$ cat config.mk
export PLATFORM = sky130hd
export DESIGN_NAME = irq_status_unit
export DESIGN_NICKNAME = d
export VERILOG_FILES = /design/src/rtl/irq_pkg.sv /design/src/rtl/irq_w1c_bank.sv /design/src/rtl/irq_enable_reg.sv /design/src/rtl/irq_combine.sv /design/src/rtl/irq_status_unit.sv
export SDC_FILE = /design/constraint.sdc
export NUM_CORES = 1
export LEC_CHECK = 0
export ABC_AREA = 0
export BUFFER_PORTS_ARGS = -buffer_cell sky130_fd_sc_hd__buf_2
export CORE_MARGIN = 2
export CORE_UTILIZATION = 34
export CTS_BUF_LIST = sky130_fd_sc_hd__clkbuf_2 sky130_fd_sc_hd__clkbuf_4 sky130_fd_sc_hd__clkbuf_8
export DETAILED_ROUTE_END_ITERATION = 7
export GPL_TIMING_DRIVEN = 0
export PLACE_DENSITY = 0.85
export SYNTH_ARGS = -nofsm -noshare
export SYNTH_HDL_FRONTEND = slang
export SYNTH_HIERARCHICAL = 1
export SYNTH_SLANG_ARGS = --single-unit
$ cat constraint.sdc
create_clock -name clk -period 1 [get_ports clk]
set_clock_uncertainty 0.1 [all_clocks]
set_input_delay 0.15 -clock clk [delete_from_list [all_inputs] [get_ports clk]]
set_output_delay 0.15 -clock clk [all_outputs]
set_load 0.01 [all_outputs]
$ cat src/rtl/irq_pkg.sv
`timescale 1ns/1ps
package irq_pkg;
    localparam int DATA_W     = 32;
    localparam int MAIN_SRC   = 3;
    localparam int MAIN_LSB   = 21;          // command done 23, error 22, request 21
    localparam int GLB_BIT    = 31;
    localparam int OFF_STAT   = 'h0;
    localparam int OFF_ENABLE = 'h4;
    localparam int OFF_TRD    = 'h8;

    typedef struct packed {
        logic                glb;
        logic [MAIN_SRC-1:0] src;
    } irq_en_t;
endpackage

$ cat src/rtl/irq_w1c_bank.sv
`timescale 1ns/1ps
module irq_w1c_bank #(
    parameter int W = 3
) (
    input  logic         clk,
    input  logic         rst_n,
    input  logic [W-1:0] set_i,
    input  logic         clr_wr_i,
    input  logic [W-1:0] clr_mask_i,
    output logic [W-1:0] flags_o
);
    typedef struct packed {
        logic [W-1:0] flags;
    } bank_t;

    bank_t st_d, st_q;

    always_comb begin
        st_d = st_q;
        if (clr_wr_i) begin
            st_d.flags = st_d.flags & ~clr_mask_i;
        end
        // a new event overrides a concurrent acknowledge
        st_d.flags = st_d.flags | set_i;
    end

    always_ff @(posedge clk or negedge rst_n) begin
        if (!rst_n) begin
            st_q <= '0;
        end else begin
            st_q <= st_d;
        end
    end

    assign flags_o = st_q.flags;
endmodule

$ cat src/rtl/irq_enable_reg.sv
`timescale 1ns/1ps
module irq_enable_reg
    import irq_pkg::*;
(
    input  logic              clk,
    input  logic              rst_n,
    input  logic              wr_i,
    input  logic              glb_i,
    input  logic [MAIN_SRC-1:0] src_i,
    output irq_en_t           en_o
);
    irq_en_t en_d, en_q;

    always_comb begin
        en_d = en_q;
        if (wr_i) begin
            en_d.glb = glb_i;
            en_d.src = src_i;
        end
    end

    always_ff @(posedge clk or negedge rst_n) begin
        if (!rst_n) begin
            en_q <= '0;
        end else begin
            en_q <= en_d;
        end
    end

    assign en_o = en_q;
endmodule

$ cat src/rtl/irq_combine.sv
`timescale 1ns/1ps
module irq_combine
    import irq_pkg::*;
#(
    parameter int NUM_TRD = 8
) (
    input  irq_en_t             en_i,
    input  logic [MAIN_SRC-1:0] main_i,
    input  logic [NUM_TRD-1:0]  trd_i,
    output logic                irq_o
);
    logic main_hit;
    logic trd_hit;

    always_comb begin
        main_hit = en_i.glb && ((main_i & en_i.src) != '0);
        trd_hit  = (trd_i != '0);
        irq_o    = main_hit || trd_hit;
    end
endmodule

$ cat src/rtl/irq_status_unit.sv
`timescale 1ns/1ps
module irq_status_unit
    import irq_pkg::*;
#(
    parameter int NUM_TRD = 8,
    parameter int ADDR_W  = 4
) (
    input  logic               clk,
    input  logic               rst_n,
    input  logic               evt_cmd_done,
    input  logic               evt_xfer_err,
    input  logic               evt_xfer_req,
    input  logic [NUM_TRD-1:0] evt_trd_done,
    input  logic               reg_wr,
    input  logic [ADDR_W-1:0]  reg_addr,
    input  logic [DATA_W-1:0]  reg_wdata,
    output logic [DATA_W-1:0]  reg_rdata,
    output logic               irq
);
    localparam logic [ADDR_W-1:0] A_STAT = ADDR_W'(OFF_STAT);
    localparam logic [ADDR_W-1:0] A_EN   = ADDR_W'(OFF_ENABLE);
    localparam logic [ADDR_W-1:0] A_TRD  = ADDR_W'(OFF_TRD);
    localparam int MAIN_MSB = MAIN_LSB + MAIN_SRC - 1;

    logic [MAIN_SRC-1:0] main_set;
    logic [MAIN_SRC-1:0] main_flags;
    logic [NUM_TRD-1:0]  trd_flags;
    irq_en_t             en_flags;
    logic                wr_stat, wr_en, wr_trd;
    logic                unused_wdata;

    assign main_set = {evt_cmd_done, evt_xfer_err, evt_xfer_req};
    assign wr_stat  = reg_wr && (reg_addr == A_STAT);
    assign wr_en    = reg_wr && (reg_addr == A_EN);
    assign wr_trd   = reg_wr && (reg_addr == A_TRD);
    assign unused_wdata = ^reg_wdata;

    irq_w1c_bank #(.W(MAIN_SRC)) u_main (
        .clk       (clk),
        .rst_n     (rst_n),
        .set_i     (main_set),
        .clr_wr_i  (wr_stat),
        .clr_mask_i(reg_wdata[MAIN_MSB:MAIN_LSB]),
        .flags_o   (main_flags)
    );

    irq_w1c_bank #(.W(NUM_TRD)) u_trd (
        .clk       (clk),
        .rst_n     (rst_n),
        .set_i     (evt_trd_done),
        .clr_wr_i  (wr_trd),
        .clr_mask_i(reg_wdata[NUM_TRD-1:0]),
        .flags_o   (trd_flags)
    );

    irq_enable_reg u_en (
        .clk  (clk),
        .rst_n(rst_n),
        .wr_i (wr_en),
        .glb_i(reg_wdata[GLB_BIT]),
        .src_i(reg_wdata[MAIN_MSB:MAIN_LSB]),
        .en_o (en_flags)
    );

    irq_combine #(.NUM_TRD(NUM_TRD)) u_comb (
        .en_i  (en_flags),
        .main_i(main_flags),
        .trd_i (trd_flags),
        .irq_o (irq)
    );

    always_comb begin
        reg_rdata = '0;
        if (reg_addr == A_STAT) begin
            reg_rdata[MAIN_MSB:MAIN_LSB] = main_flags;
        end else if (reg_addr == A_EN) begin
            reg_rdata[GLB_BIT]           = en_flags.glb;
            reg_rdata[MAIN_MSB:MAIN_LSB] = en_flags.src;
        end else if (reg_addr == A_TRD) begin
            reg_rdata[NUM_TRD-1:0] = trd_flags;
        end
    end
endmodule

==> metrics.md <==
| Metric | Value |
|---|---|
| Initial Util | `36.2%` |
| Die height | `55.8 µm` |
| TritonCTS clock tree | `done` |
| Die X | `55.8 µm` |
| CP cell instances | `a222oi_1, o211ai_1, buf_2` |
| Logic pwr share | `between 20% and 30%` |
| Endpoints failing setup | `26` |
| Worst setup path category | `reg2out` |
| Layout cell share with drive strength beyond 1 | `53.9%` |
| Vias | `928` |
| Post-layout minimum cycle time | `1.61 ns` |
| Initial antenna violation count | `0` |
| H-tree depth | `1` |
| Clock tree buffer depth | `2` |
| Switching portion of total power | `26.4%` |
| Max-cap violations | `0` |
| Highest Clock Rate | `0.623 GHz` |
| CTS root buffer | `clkbuf_4` |
| Clk network pwr share | `25.1%` |
| Max rail drop VDD | `0.000827 V` |
| Core area | `about 2500 µm²` |
| TritonCTS Sinks | `15` |
| Largest net degree at the start of global routing | `16` |
| Crit start category | `flip-flop` |
| Drt drc | `0` |
| Antenna viol nets, final | `0` |
| Max-slew violations | `0` |
| DR WL/cell | `12.7 µm` |
| Final Net Count | `229` |
| Clk_lat worst skew | `0.28 ns` |
| DRT Pass-1 Iters | `4` |
| Worst path top cell family by delay | `compound AO/OA/AOI/OAI gates` |
| Final non-filler cell total | `208` |
| Psw | `0.000389 W` |
| Rows | `18` |
| Number of buffers created by CTS | `3` |
| Worst EP required | `0.75 ns` |
| Pre-CTS WS | `-0.532 ns` |
| Crit-path max cell delay | `approximately 0.4 ns` |
| Status | `finished, violations left` |
| Largest area contributor in the netlist | `dfrtp_1` |
| Clk slew on worst S/H paths | `roughly 0.090 ns` |
| Worst min path class | `in2reg` |
| Crit Path Max Fanout | `2` |
| Internal | `0.00109 W` |
| Sequential share of power | `46.4%` |
| Slowest stage cell, crit path | `dfrtp_1` |
| Grt total ovfl | `0` |
| WP buf/inv | `1` |
| DRT iter0 DRCs | `19` |
| P&R area growth vs syn | `71.4%` |
| Final period util | `161%` |
| Pleak | `0.789 nW` |
| I/O pin count | `83` |
| Area contributors post-synth | `dfrtp_1 41%, buf_4 17%, a21o_1 9.0%` |
| Cell variety after synth | `19` |
| Top cell type's share of synthesized area | `41.1%` |
| RSZ-0062 raised after global routing | `yes` |
| Final setup margin | `-0.606 ns` |
| Hold WS | `roughly 0.017 ns` |
| Die area | `roughly 3100 µm²` |
| Seq cells post-synth | `15` |
| DP Wirelength | `1.57 mm` |
| RePlAce Congestion | `0.748` |
| Placed insts | `180` |
| Sequential area share after synthesis | `41.1%` |
| Ys Warns | `6` |
| GRT Total Usage | `around 16%` |
| Power Density | `942 nW/µm²` |
| Number of diodes | `0` |
| Syn_area_per_cell | `10.1 µm²` |
| Port buffer count | `41` |
| Vias in the first global route | `911` |
| Via density per instance | `4.46` |
| First-pass GRT wire length | `3.88 mm` |
| Failing checks | `negative setup slack` |
| Endpoints failing hold | `0` |
| Syn Std Cell Area | `913 µm²` |
| Syn Inst Count | `90` |
| Wire length after detailed routing | `2.64 mm` |
| Crit path DAT | `1.36 ns` |
| Crit path capture type | `output pin` |
## worst register-to-register path, delay by kind of cell, from the launching register on
| kind | cells | cell delay, ns |
|---|---|---|
| buffers and inverters | 1 | 0.14 |
| flip-flops | 1 | 0.40 |
| multiplexers | 1 | 0.27 |
## registers in the layout, indices dropped and copies added (netlist names)
name / cells
u_en/en_o: 4
u_main/flags_o: 3
u_trd/flags_o: 8
## kinds of logic (layout without fill, tap and decap cells)
logic type      count (synthesis)  after routing  share of synthesized area (%)
simple gates                   31             31                           20.4
buf+inv                        23             92                           18.9
flops                          15             15                           41.1
compound gates                 13             13                           11.0
mux                             7              7                           8.22
other cells                     1             20                          0.411
## what timing repair did
| action | 4_1_cts | 5_1_grt |
|---|---|---|
| pin swaps | 5 | 23 |
| setup endpoints to repair | 28 | 26 |
| resized for setup | 9 | 15 |
| endpoints found under the hold margin | 27 | 0 |
| hold buffers | 13 | 0 |
| setup buffers | 3 | 9 |
## final cells by class
class | count | area, µm²
well taps | 30 | 37.5
plain buffers | 21 | 170
multi-input cells | 71 | 493
inverters | 1 | 3.75
flip-flops and latches | 15 | 375
repair buffers | 66 | 455
clock buffers | 4 | 30.0
fillers | 197 | 957
## final timing paths
kind / startpoint / to / slack [ns] / cells after the start
hold reg to reg: u_main/flags_o[0]$_DFF_PN0_ / u_main/flags_o[0]$_DFF_PN0_ / 0.43 / 1
max in group asynchronous: rst_n / u_trd/flags_o[0]$_DFF_PN0_ / 0.35 / 2
hold / removal: reg_wdata[22] / u_en/en_o[1]$_DFFE_PN0P_ / 0.02 / 2
setup / recovery: u_en/en_o[0]$_DFFE_PN0P_ / irq / -0.61 / 3
min in group asynchronous: rst_n / u_en/en_o[1]$_DFFE_PN0P_ / 0.20 / 2
setup reg to reg: u_en/en_o[0]$_DFFE_PN0P_ / u_en/en_o[0]$_DFFE_PN0P_ / -0.02 / 2
## power by group through the flow
stage | combinational (W) | clock (W) | sequential [W]
floorplan | 0.000198 | 0 | 0.000684
global placement | 0.000291 | 0 | 0.000691
detailed placement | 0.000299 | 0 | 0.000695
CTS | 0.000352 | 0.000379 | 0.000682
global route | 0.000450 | 0.000421 | 0.000689
finish | 0.000420 | 0.000370 | 0.000684
## placed cells by master (no fill, tap or decap)
cell / n
and3_4: 1
a222oi_1: 1
mux2i_1: 3
nor4_2: 1
conb_1: 20
and2_4: 2
o211ai_1: 1
nor4_1: 1
buf_2: 38
buf_8: 1
dfrtp_1: 15
clkbuf_4: 4
mux2_4: 2
nor2_1: 3
nand2_2: 6
mux2_2: 2
or3_4: 1
nor3_4: 1
and3_1: 1
dlygate4sd3_1: 13
nor3b_4: 1
buf_6: 4
inv_1: 1
nor4b_4: 1
and2_1: 7
buf_12: 1
buf_4: 30
a21o_1: 11
nand2_1: 5
## metal layers
| metal | global-route usage, % | share of wire, % | vias up |
|---|---|---|---|
| met5 | 0 | 0 | - |
| met4 | 8.50 | 1.8 | 0 |
| met3 | 2.33 | 7.4 | 4 |
| met2 | 30.8 | 54 | 54 |
| met1 | 16.2 | 37 | 430 |
| li1 | - | - | 440 |
## stage by stage
step                      utilization [%]  cell area [µm²]  TNS [ns]  power, W
after CTS                            57.2             1440     -3.92   0.00141
after floorplan                         -              997     -3.40  0.000882
after detailed placement             49.2             1240     -9.80  0.000994
after global placement               49.2             1240     -9.71  0.000982
after global routing                 62.1             1570     -6.20   0.00156
final                                62.1             1570     -5.26   0.00147
## Yosys cell counts
cell / n
nand2_1: 11
nor3b_2: 1
a21o_1: 11
and2_1: 9
dfrtp_1: 15
mux2i_1: 3
nor3_1: 1
buf_6: 1
and3_1: 2
conb_1: 1
o211ai_1: 1
nor4_1: 2
mux2_2: 4
a222oi_1: 1
nor4b_4: 1
nor2_1: 3
buf_4: 21
inv_1: 1
or3_4: 1
No activity file was read; power rests on OpenSTA's default activity.
